--- config.mk ---
export PLATFORM = sky130hd
export DESIGN_NAME = cdram_cycle_ctrl
export DESIGN_NICKNAME = d
export VERILOG_FILES = /design/src/rtl/cdram_pkg.sv /design/src/rtl/cdram_sync.sv /design/src/rtl/cdram_row_latch.sv /design/src/rtl/cdram_cycle_dec.sv /design/src/rtl/cdram_rd_path.sv /design/src/rtl/cdram_cycle_ctrl.sv
export SDC_FILE = /design/constraint.sdc
export NUM_CORES = 1
export LEC_CHECK = 0
export ABC_AREA = 1
export CAP_MARGIN = 20
export CORE_MARGIN = 5
export CORE_UTILIZATION = 45
export DETAILED_ROUTE_END_ITERATION = 16
export DONT_BUFFER_PORTS = 1
export HOLD_SLACK_MARGIN = 0.08
export MAX_ROUTING_LAYER = met4
export PLACE_DENSITY = 0.72
export SETUP_SLACK_MARGIN = 0.15
export SLEW_MARGIN = 25
export SYNTH_ARGS = -nofsm -noshare
export SYNTH_HDL_FRONTEND = slang
export SYNTH_SLANG_ARGS = --single-unit
--- constraint.sdc ---
create_clock -name clk -period 12.35 [get_ports clk]
set_input_delay 1.8525 -clock clk [delete_from_list [all_inputs] [get_ports clk]]
set_output_delay 1.8525 -clock clk [all_outputs]
set_load 0.1 [all_outputs]
--- src/rtl/cdram_pkg.sv ---
package cdram_pkg;
  typedef enum logic [1:0] {
    CYC_IDLE  = 2'd0,
    CYC_READ  = 2'd1,
    CYC_WRITE = 2'd2,
    CYC_IREF  = 2'd3
  } cyc_e;
endpackage

--- src/rtl/cdram_sync.sv ---
module cdram_sync #(
  parameter int         W       = 1,
  parameter logic [W-1:0] RST_VAL = '0
) (
  input  logic         clk,
  input  logic         rst_n,
  input  logic [W-1:0] d,
  output logic [W-1:0] q
);
  logic [W-1:0] meta_q;

  always_ff @(posedge clk or negedge rst_n) begin
    if (!rst_n) begin
      meta_q <= RST_VAL;
      q      <= RST_VAL;
    end else begin
      meta_q <= d;
      q      <= meta_q;
    end
  end
endmodule

--- src/rtl/cdram_row_latch.sv ---
module cdram_row_latch #(
  parameter int ROW_W = 11
) (
  input  logic             clk,
  input  logic             rst_n,
  input  logic             load,
  input  logic [ROW_W-1:0] row_in,
  output logic [ROW_W-1:0] lrr,
  output logic             valid,
  output logic             hit
);
  logic [ROW_W-1:0] lrr_n;
  logic             valid_n;

  always_comb begin
    lrr_n   = lrr;
    valid_n = valid;
    if (load) begin
      lrr_n   = row_in;
      valid_n = 1'b1;
    end
  end

  always_ff @(posedge clk or negedge rst_n) begin
    if (!rst_n) begin
      lrr   <= '0;
      valid <= 1'b0;
    end else begin
      lrr   <= lrr_n;
      valid <= valid_n;
    end
  end

  assign hit = valid && (row_in == lrr);


  lrr_only_on_load_chk: assert property (@(posedge clk) disable iff (!rst_n)
    !$stable(lrr) |-> $past(load));
endmodule

--- src/rtl/cdram_cycle_dec.sv ---
module cdram_cycle_dec
  import cdram_pkg::*;
#(
  parameter int ROW_W  = 11,
  parameter int COL_W  = 9,
  parameter int RFSH_W = 10
) (
  input  logic             clk,
  input  logic             rst_n,
  input  logic             re_s,
  input  logic             col_s,
  input  logic             we_s,
  input  logic             rfsh_s,
  input  logic             sel_s,
  input  logic             wsel_s,
  input  logic [ROW_W-1:0] row_s,
  input  logic [COL_W-1:0] col_addr_s,
  input  logic             hit,
  output logic             load_lrr,
  output logic             wmiss_busy,
  output logic             wmiss_end,
  output logic             act_q,
  output logic             fill_q,
  output logic             wr_q,
  output logic             cwr_q,
  output logic             ext_q,
  output logic             int_q,
  output logic [ROW_W-1:0] row_q,
  output logic [COL_W-1:0] col_q
);
  cyc_e              cyc_q, cyc_n;
  logic              re_d, wact_d;
  logic              whit_q, whit_n, wrote_q, wrote_n;
  logic [ROW_W-1:0]  crow_q, crow_n, row_n;
  logic [COL_W-1:0]  col_n;
  logic [RFSH_W-1:0] rcnt_q, rcnt_n;
  logic              act_n, fill_n, wr_n, cwr_n, ext_n, int_n;
  logic              re_fall, re_rise, wact, wstart;
  logic              dec_go, dec_iref, dec_wr, dec_rd;

  assign re_fall  = re_d && !re_s;
  assign re_rise  = !re_d && re_s;
  assign wact     = !col_s && !we_s;
  assign wstart   = (cyc_q == CYC_WRITE) && wact && !wact_d;
  assign dec_go   = re_fall && !sel_s;
  assign dec_iref = dec_go && !rfsh_s;
  assign dec_wr   = dec_go && rfsh_s && wsel_s && col_s && we_s;
  assign dec_rd   = dec_go && rfsh_s && !wsel_s;

  assign load_lrr   = dec_rd && !hit;
  assign wmiss_busy = ((cyc_q == CYC_WRITE) && !whit_q) || (dec_wr && !hit);
  assign wmiss_end  = re_rise && (cyc_q == CYC_WRITE) && !whit_q;

  always_comb begin
    cyc_n   = cyc_q;
    whit_n  = whit_q;
    wrote_n = wrote_q;
    crow_n  = crow_q;
    rcnt_n  = rcnt_q;
    row_n   = row_q;
    col_n   = col_q;
    act_n   = 1'b0;
    fill_n  = 1'b0;
    wr_n    = 1'b0;
    cwr_n   = 1'b0;
    ext_n   = 1'b0;
    int_n   = 1'b0;
    if (re_rise) begin
      if (cyc_q == CYC_WRITE && !wrote_q) begin
        ext_n = 1'b1;
        row_n = crow_q;
      end
      if (cyc_q == CYC_IREF) begin
        rcnt_n = rcnt_q + 1'b1;
      end
      cyc_n = CYC_IDLE;
    end else if (dec_iref) begin
      cyc_n = CYC_IREF;
      int_n = 1'b1;
      row_n = ROW_W'(rcnt_q);
    end else if (dec_wr) begin
      cyc_n   = CYC_WRITE;
      crow_n  = row_s;
      whit_n  = hit;
      wrote_n = 1'b0;
      act_n   = 1'b1;
      row_n   = row_s;
    end else if (dec_rd) begin
      cyc_n  = CYC_READ;
      crow_n = row_s;
      act_n  = 1'b1;
      fill_n = !hit;
      row_n  = row_s;
    end else if (wstart) begin
      wr_n    = 1'b1;
      cwr_n   = whit_q;
      wrote_n = 1'b1;
      col_n   = col_addr_s;
      row_n   = crow_q;
    end
  end

  always_ff @(posedge clk or negedge rst_n) begin
    if (!rst_n) begin
      cyc_q   <= CYC_IDLE;
      re_d    <= 1'b1;
      wact_d  <= 1'b0;
      whit_q  <= 1'b0;
      wrote_q <= 1'b0;
      crow_q  <= '0;
      rcnt_q  <= '0;
      row_q   <= '0;
      col_q   <= '0;
      act_q   <= 1'b0;
      fill_q  <= 1'b0;
      wr_q    <= 1'b0;
      cwr_q   <= 1'b0;
      ext_q   <= 1'b0;
      int_q   <= 1'b0;
    end else begin
      cyc_q   <= cyc_n;
      re_d    <= re_s;
      wact_d  <= wact;
      whit_q  <= whit_n;
      wrote_q <= wrote_n;
      crow_q  <= crow_n;
      rcnt_q  <= rcnt_n;
      row_q   <= row_n;
      col_q   <= col_n;
      act_q   <= act_n;
      fill_q  <= fill_n;
      wr_q    <= wr_n;
      cwr_q   <= cwr_n;
      ext_q   <= ext_n;
      int_q   <= int_n;
    end
  end


  wr_in_write_cyc_chk: assert property (@(posedge clk) disable iff (!rst_n)
    wr_q |-> ($past(cyc_q) == CYC_WRITE));


  cache_wr_with_dram_chk: assert property (@(posedge clk) disable iff (!rst_n)
    cwr_q |-> wr_q);


  req_exclusive_chk: assert property (@(posedge clk) disable iff (!rst_n)
    $onehot0({fill_q, wr_q, ext_q, int_q}));


  standby_no_cycle_chk: assert property (@(posedge clk) disable iff (!rst_n)
    (re_fall && sel_s) |=> (!act_q && !int_q && !fill_q));
endmodule

--- src/rtl/cdram_rd_path.sv ---
module cdram_rd_path #(
  parameter int ROW_W   = 11,
  parameter int COL_W   = 9,
  parameter int WRR_CYC = 3
) (
  input  logic             clk,
  input  logic             rst_n,
  input  logic             sel_s,
  input  logic             oe_s,
  input  logic             col_s,
  input  logic [COL_W-1:0] col_addr_s,
  input  logic [ROW_W-1:0] lrr,
  input  logic             valid,
  input  logic             wmiss_busy,
  input  logic             wmiss_end,
  output logic             rd_en,
  output logic [ROW_W-1:0] rd_row,
  output logic [COL_W-1:0] rd_col
);
  localparam int CW = (WRR_CYC < 1) ? 1 : $clog2(WRR_CYC + 1);

  logic [CW-1:0]    blk_q, blk_n;
  logic             col_d, col_fall, blocked, rd_en_n;
  logic [COL_W-1:0] page_q, page_n, rd_col_n;

  assign col_fall = col_d && !col_s;
  assign blocked  = wmiss_busy || (blk_q != '0);

  always_comb begin
    blk_n = blk_q;
    if (wmiss_end) begin
      blk_n = CW'(WRR_CYC);
    end else if (blk_q != '0) begin
      blk_n = blk_q - 1'b1;
    end
    page_n = col_fall ? col_addr_s : page_q;
    if (col_s || col_fall) begin
      rd_col_n = col_addr_s;
    end else begin
      rd_col_n = page_q;
    end
    rd_en_n = !sel_s && !oe_s && valid && !blocked;
  end

  always_ff @(posedge clk or negedge rst_n) begin
    if (!rst_n) begin
      blk_q  <= '0;
      col_d  <= 1'b1;
      page_q <= '0;
      rd_en  <= 1'b0;
      rd_row <= '0;
      rd_col <= '0;
    end else begin
      blk_q  <= blk_n;
      col_d  <= col_s;
      page_q <= page_n;
      rd_en  <= rd_en_n;
      rd_row <= lrr;
      rd_col <= rd_col_n;
    end
  end


  wmiss_blocks_rd_chk: assert property (@(posedge clk) disable iff (!rst_n)
    wmiss_busy |=> !rd_en);


  sel_blocks_rd_chk: assert property (@(posedge clk) disable iff (!rst_n)
    sel_s |=> !rd_en);


  page_col_hold_chk: assert property (@(posedge clk) disable iff (!rst_n)
    (!col_s && !col_d && $past(!col_s)) |=> $stable(rd_col));
endmodule

--- src/rtl/cdram_cycle_ctrl.sv ---
module cdram_cycle_ctrl #(
  parameter int ROW_W   = 11,
  parameter int COL_W   = 9,
  parameter int RFSH_W  = 10,
  parameter int WRR_CYC = 3
) (
  input  logic             clk,
  input  logic             rst_n,
  input  logic             row_en_n,
  input  logic             col_lat_n,
  input  logic             wr_en_n,
  input  logic             rfsh_n,
  input  logic             sel_n,
  input  logic             oe_n,
  input  logic             wr_sel,
  input  logic [ROW_W-1:0] row_addr,
  input  logic [COL_W-1:0] col_addr,
  output logic             dram_act,
  output logic             dram_fill,
  output logic             dram_wr,
  output logic             dram_ext_rfsh,
  output logic             dram_int_rfsh,
  output logic [ROW_W-1:0] dram_row,
  output logic [COL_W-1:0] dram_col,
  output logic             cache_wr,
  output logic             cache_rd_en,
  output logic [ROW_W-1:0] cache_rd_row,
  output logic [COL_W-1:0] cache_rd_col,
  output logic             standby
);
  localparam int NSTB = 7;
  localparam int AW   = ROW_W + COL_W;

  logic             rst_meta_q, rst_sync_n;
  logic [NSTB-1:0]  stb_s;
  logic [AW-1:0]    addr_s;
  logic             re_s, col_s, we_s, rf_s, sel_s, oe_s, ws_s;
  logic [ROW_W-1:0] row_s, lrr;
  logic [COL_W-1:0] cad_s;
  logic             valid, hit, load_lrr, wmiss_busy, wmiss_end;

  always_ff @(posedge clk or negedge rst_n) begin
    if (!rst_n) begin
      rst_meta_q <= 1'b0;
      rst_sync_n <= 1'b0;
    end else begin
      rst_meta_q <= 1'b1;
      rst_sync_n <= rst_meta_q;
    end
  end

  cdram_sync #(.W(NSTB), .RST_VAL({NSTB{1'b1}})) stb_sync_i (
    .clk(clk), .rst_n(rst_sync_n),
    .d({row_en_n, col_lat_n, wr_en_n, rfsh_n, sel_n, oe_n, wr_sel}),
    .q(stb_s)
  );

  cdram_sync #(.W(AW), .RST_VAL('0)) addr_sync_i (
    .clk(clk), .rst_n(rst_sync_n), .d({row_addr, col_addr}), .q(addr_s)
  );

  assign {re_s, col_s, we_s, rf_s, sel_s, oe_s, ws_s} = stb_s;
  assign {row_s, cad_s} = addr_s;
  assign standby = sel_s;

  cdram_row_latch #(.ROW_W(ROW_W)) lrr_i (
    .clk(clk), .rst_n(rst_sync_n), .load(load_lrr), .row_in(row_s),
    .lrr(lrr), .valid(valid), .hit(hit)
  );

  cdram_cycle_dec #(.ROW_W(ROW_W), .COL_W(COL_W), .RFSH_W(RFSH_W)) dec_i (
    .clk(clk), .rst_n(rst_sync_n),
    .re_s(re_s), .col_s(col_s), .we_s(we_s), .rfsh_s(rf_s), .sel_s(sel_s),
    .wsel_s(ws_s), .row_s(row_s), .col_addr_s(cad_s), .hit(hit),
    .load_lrr(load_lrr), .wmiss_busy(wmiss_busy), .wmiss_end(wmiss_end),
    .act_q(dram_act), .fill_q(dram_fill), .wr_q(dram_wr), .cwr_q(cache_wr),
    .ext_q(dram_ext_rfsh), .int_q(dram_int_rfsh),
    .row_q(dram_row), .col_q(dram_col)
  );

  cdram_rd_path #(.ROW_W(ROW_W), .COL_W(COL_W), .WRR_CYC(WRR_CYC)) rd_i (
    .clk(clk), .rst_n(rst_sync_n),
    .sel_s(sel_s), .oe_s(oe_s), .col_s(col_s), .col_addr_s(cad_s),
    .lrr(lrr), .valid(valid), .wmiss_busy(wmiss_busy), .wmiss_end(wmiss_end),
    .rd_en(cache_rd_en), .rd_row(cache_rd_row), .rd_col(cache_rd_col)
  );
endmodule

==> results.yml, run 1 <==
worst_setup_path:
  endpoint_kind: "primary output"
  crit_path_start_kind: "flip-flop"
  worst_ep_required_time_ps: 10500
  critPathMaxFanout: 2
  crit_arrival_ps: 1360
  path_class: "flip-flop to primary output"
floorplanning:
  start_util_pct: 46.47
  die_area_sq_mm: 0.01484
  rows: 40
  die-height_um: 121.8
  die_w_um: 121.8
  coreArea_sq_mm: 0.01211
  io_pins: 77
place:
  hpwl_um: 7224
  portBuffers: 0
  place.gp.congestion: 0.8625
  dpl-instance-area_sq_mm: 0.005767
  place_inst: 678
power:
  p_seq_share_pct: 59.1
  p_leak_uw: 0.003130
  p_sw_uw: 562.2
  sw_frac_of_total_pct: 38.02
  intPower_uw: 916.5
  vdd_drop_max_mv: 0.1504
  p_clk_share_pct: 33.4
  pwr-share-comb_pct: 7.6
  p_per_area_mw_per_mm2: 233.5
sta:
  fin_worst_skew_ps: 6.596
  min_period_ps: 3214
  rsz0062_at_grt: "no"
  final-setup-viol-count: 0
  timing.final.max_slew_violations: 0
  fin_crit_sh_pct: 26.03
  slew_headroom_pct: 38.56
  setup_tns_ps: 0
  worst_pin_slew_ps: 921.7
  timing.fmax_ghz: 0.3111
  hold_viol_final: 0
grt:
  antenna_found_initial: 0
  grt_max_degree: 91
  met3_usage_pct: 5.571
  grt_pass1_vias: 3449
  use_met2_pct: 25.00
  grtUsageMet1_pct: 20.00
  grt_pass1_wl_um: 17730
  globalRouteOverflowTotal: 0
  top_usage_layer: "met2"
  grt_use_total_pct: 16.37
final_layout:
  seq_area_sq_mm: 0.003877
  instances_no_fill: 710
  antenna_cells: 0
  layout_commonest_cell: "nand2_1"
  fin_area_sq_mm: 0.006334
  fin_nets: 560
  multi_input_area_sq_mm: 0.001443
  layout_common_cells: "nand2_1, dfrtp_1, inv_1, nand3_1, o21ai_0"
  drive_above_1_share_pct: 12.92
  fillers: 1071
  syn2layout_area_growth_pct: 12.54
clock_tree:
  clk_pin_slew_ps: 60
  root_buffer: "clkbuf_16"
  cts.sinks: 154
  cts_tree: "built"
  clk_latency_ps: 420
  holdBufCountCts: 0
  clock_path_buffers: 2
  cts_setup_buffers: 0
  h-tree-depth: 4
  cts-buffers-inserted: 17
  cts_resized: 0
flow_run:
  max_cap_violations: 0
routing:
  vias_per_cell: 4.808
  first_pass_iters: 4
  num_vias: 3414
  drt_iter0_drc: 222
  routedWlPerCell_um: 14.95
  wl_um: 10610
  antenna_left: 0
  drc: 0
logic_synthesis:
  yosysSeqAreaShare_pct: 68.83
  yosys_warnings: 0
  synth_top_cell_area_share_pct: 61.36
  synth_cells: 522
  synthTopCellsByArea: "dfrtp_1, nand2_1, dfstp_2"
  ys.flop_type: "dfrtp_1"
  syn_area_per_cell_sq_um: 10.78
  ys_types: 32
  async_flop_share_pct: 100.0
  synth_top_area_cell: "dfrtp_1"
  synth_edf_count: 0
  netlist_area_sq_mm: 0.005628
  synth_nets: 553
  synth-seq-cells: 154
min_path:
  hold_path.class: "flip-flop to flip-flop"
outcome:
  status: "completed"
per-layer routing:
metal  wire length, um  share of wire (%)
met5                 0                  0
met3               545                5.1
met1              4662                 44
met2              5197                 49
met4               208                2.0
power by group through the flow:
stage               sequential (uW)  clock (uW)  combinational, uW
detailed placement              884           0                113
floorplan                       872           0               87.6
global placement                880           0                108
CTS                             876         505                115
finish                          873         493                112
global route                    884         529                131
stage by stage:
| step | setup WS (ps) | utilization (%) | total power (uW) | hold slack, ps |
|---|---|---|---|---|
| floorplan | 7769 | - | 960.0 | 331.2 |
| global placement | 9574 | 47.58 | 987.7 | 332.3 |
| detailed placement | 9562 | 47.61 | 997.5 | 334.7 |
| CTS | 9100 | 52.29 | 1495 | 348.6 |
| global route | 9089 | 52.29 | 1544 | 355.9 |
| finish | 9136 | 52.29 | 1479 | 347.5 |
cell usage after synthesis (2+ instances only):
library cell,n
xnor2_1,8
xor2_1,4
nor2_1,20
ha_1,2
dfrtp_1,138
buf_6,4
and2_1,7
clkbuf_1,3
nand3b_1,2
o21ai_0,31
dfstp_2,16
inv_2,5
nand2_1,146
nand3_1,33
nand4_1,4
o211ai_1,10
inv_1,53
nor2_4,2
nor2_2,7
o21ai_1,2
a21oi_1,4
buf_2,6
nand2_2,3
a21oi_2,2
nand3_2,3
layout make-up:
cell class	count	share of cell area, %
Inverter	58	3.437
Clock inverter	10	1.936
Timing Repair Buffer	2	0.2963
Tap cell	168	3.319
Multi-Input combinational cell	296	22.78
Clock buffer	22	7.013
Sequential cell	154	61.22
path summary, 6_finish.rpt:
check | start | slack, ps | cells past startpoint | endpoint
max | dec_i.col_q[6]$_DFFE_PN0P_ | 9140 | 0 | dram_col[6]
min | addr_sync_i.meta_q[11]$_DFF_PN0_ | 350 | 0 | addr_sync_i.q[11]$_DFF_PN0_
min reg2reg | addr_sync_i.meta_q[11]$_DFF_PN0_ | 350 | 0 | addr_sync_i.q[11]$_DFF_PN0_
min in group asynchronous | rst_sync_n$_DFF_PN0_ | 410 | 0 | dec_i.wr_q$_DFF_PN0_
max in group asynchronous | rst_sync_n$_DFF_PN0_ | 10710 | 1 | addr_sync_i.q[18]$_DFF_PN0_
max reg2reg | stb_sync_i.q[2]$_DFF_PN1_ | 9910 | 6 | dec_i.row_q[3]$_DFFE_PN0P_
sequential cells by signal, summed over array words and instances (netlist names), 2 cells and up:
signal	cells
dec_i.crow_q	11
rd_i.rd_col	9
lrr_i.lrr	11
stb_sync_i.meta_q	7
dec_i.cyc_q	2
addr_sync_i.q	20
dec_i.rcnt_q	10
rd_i.page_q	9
stb_sync_i.q	7
addr_sync_i.meta_q	20
rd_i.blk_q	2
rd_i.rd_row	11
dec_i.col_q	9
dec_i.row_q	11
logic make-up after synthesis:
logic type / after synthesis / synth area share [%]
other cells: 1 / 0.06663
flops: 154 / 68.83
xor+xnor: 12 / 1.867
buf+inv: 72 / 5.536
fa+ha+maj: 2 / 0.4446
simple gates: 231 / 18.16
compound gates: 50 / 5.091
Power figures use the tool's default switching activity.
==> inputs of run 2 (changes only) <==
--- a/config.mk
+++ b/config.mk
@@ -13,7 +13,7 @@
 export DONT_BUFFER_PORTS = 1
 export HOLD_SLACK_MARGIN = 0.08
 export MAX_ROUTING_LAYER = met4
-export PLACE_DENSITY = 0.72
+export PLACE_DENSITY = 0.74
 export SETUP_SLACK_MARGIN = 0.15
 export SLEW_MARGIN = 25
 export SYNTH_ARGS = -nofsm -noshare
==> constraint.sdc (replaced) <==
create_clock -name clk -period 2.6 [get_ports clk]
set_input_delay 0.39 -clock clk [delete_from_list [all_inputs] [get_ports clk]]
set_output_delay 0.39 -clock clk [all_outputs]
set_load 0.1 [all_outputs]
==> results.yml, run 2 (synthesis results as in run 1) <==
place:
  portBuffers: 0
  hpwl_um: 7453
  place.gp.congestion: 0.8508
worst_setup_path:
  endpoint_kind: "flip-flop"
  r2r-start: "lrr_i.lrr[5]$_DFFE_PN0P_"
  cpMostUsedCell: "nand2_1"
  crit_path_top_delay_cell: "dfrtp_1"
  path_cells: "nand2_1, nand2_1, nand3b_1, nor2_1, nand2_1, nand2_1, nand2_1, nand2_1"
  critPathMaxFanout: 12
  crit_start: "lrr_i.lrr[5]$_DFFE_PN0P_"
  rrSetupSlack_ps: 750
  path_class: "flip-flop to flip-flop"
  slowest_delay_ps: 420
  worst_ep_required_time_ps: 2960
  crit_arrival_ps: 2210
  crit_path_start_kind: "flip-flop"
sta:
  min_period_ps: 1848
  hold_ws_ps: 203.2
  hold_viol_final: 0
  final-setup-viol-count: 0
  worst_pin_slew_ps: 942.5
  timing.fmax_ghz: 0.5411
  rsz0062_at_grt: "no"
  fin_worst_skew_ps: 11.90
  timing.final.max_slew_violations: 0
  fin_crit_sh_pct: 71.08
  slew_headroom_pct: 37.17
  setup_tns_ps: 0
grt:
  grt_pass1_wl_um: 18080
  grt_pass1_vias: 3659
  antenna_found_initial: 0
  globalRouteOverflowTotal: 0
  grt_use_total_pct: 16.48
  grt_max_degree: 64
clock_tree:
  cts_tree: "built"
  clk_latency_ps: 420
  clock_path_buffers: 2
  cts_setup_buffers: 0
  cts.sinks: 154
  cts-buffers-inserted: 17
  root_buffer: "clkbuf_16"
  cts_resized: 0
  clk_pin_slew_ps: 60
  h-tree-depth: 4
final_layout:
  fin_nets: 592
  antenna_cells: 0
  syn2layout_area_growth_pct: 18.74
  layout_common_cells: "nand2_1, dfrtp_1, inv_1, nand3_1, o21ai_0"
  drive_above_1_share_pct: 13.94
  largestRegisters: "addr_sync_i.meta_q (20), addr_sync_i.q (20)"
  layout_commonest_cell: "nand2_1"
routing:
  vias_per_cell: 4.817
  met1_length_um: 4637
  maxUsedRoutingLayer: "met4"
  first_pass_iters: 4
  drt_iter0_drc: 228
  wl_met2_um: 5252
  drc: 0
  wl_met3_um: 618
  num_vias: 3574
  routedWlPerCell_um: 14.41
  wl_um: 10690
  antenna_left: 0
flow_run:
  max_cap_violations: 0
floorplanning:
  start_util_pct: 46.47
  coreArea_sq_mm: 0.01211
  die_area_sq_mm: 0.01484
  die_w_um: 121.8
  io_pins: 77
  rows: 40
  die-height_um: 121.8
power:
  p_leak_uw: 0.003303
  vdd_drop_max_mv: 0.6273
  p_per_area_mw_per_mm2: 1072
min_path:
  hold_path.class: "primary input to asynchronous set/reset pin"
outcome:
  status: "completed"
[run 2: changes by cell type in the layout (fill, tap and decap cells not counted), moves of 2 or more]
cell	change
buf_4	+4
clkbuf_1	-5
clkbuf_8	+2
clkinv_2	+3
clkinvlp_4	-3
dlygate4sd3_1	+28
inv_6	+3
[run 2: timing repair]
item                                    CTS  global route
hold endpoints to repair                 29             0
hold buffers                             28             0
endpoints found under the setup margin    0             0
[run 2: per-stage QoR]
| stage | setup slack, ps | cells | util [%] | instance area, sq um | power, uW |
|---|---|---|---|---|---|
| 6_report | 752.0 | 742 | 55.18 | 6683 | 7164 |
| 5_1_grt | 530.3 | 742 | 55.18 | 6683 | 7480 |
| 4_1_cts | 752.3 | 742 | 55.16 | 6680 | 7234 |
| 3_5_place_dp | 786.5 | 682 | 47.93 | 5806 | 4750 |
| 3_3_place_gp | 791.2 | 682 | 47.93 | 5806 | 4712 |
| 2_1_floorplan | 781.0 | 522 | - | 5632 | 4560 |
[run 2: power breakdown]
group,internal (uW),switching (uW)
Sequential,2720,1440
Clock,1470,965
Combinational,246,322
Total,4440,2720
[run 2: metal layers]
metal,GRT usage (%),vias up
met4,7.073,0
met1,20.02,1752
met5,-,-
met3,5.942,15
li1,-,1716
met2,25.00,91
[run 2: critical path, delay by kind of cell, from the launching register on]
family / cells / cell delay [ps]
flops: 1 / 420
simple gates: 8 / 1380
[run 2: path summary, 6_finish.rpt]
path	to	depth (start not counted)
max in group asynchronous	stb_sync_i.meta_q[0]$_DFF_PN1_	1
max reg2reg	lrr_i.lrr[4]$_DFFE_PN0P_	8
max	lrr_i.lrr[4]$_DFFE_PN0P_	8
min reg2reg	dec_i.wact_d$_DFF_PN0_	0
min in group clk	addr_sync_i.q[11]$_DFF_PN0_	0
min	rst_sync_n$_DFF_PN0_	1
[run 2: final cells by class]
| type | instances | area, sq um |
|---|---|---|
| Clock inverter | 13 | 141.4 |
| Fill cell | 1025 | 5429 |
| Tap cell | 168 | 210.2 |
| Inverter | 58 | 217.7 |
| Clock buffer | 19 | 452.9 |
| Timing Repair Buffer | 34 | 337.8 |
| Multi-Input combinational cell | 296 | 1445 |
| Sequential cell | 154 | 3877 |
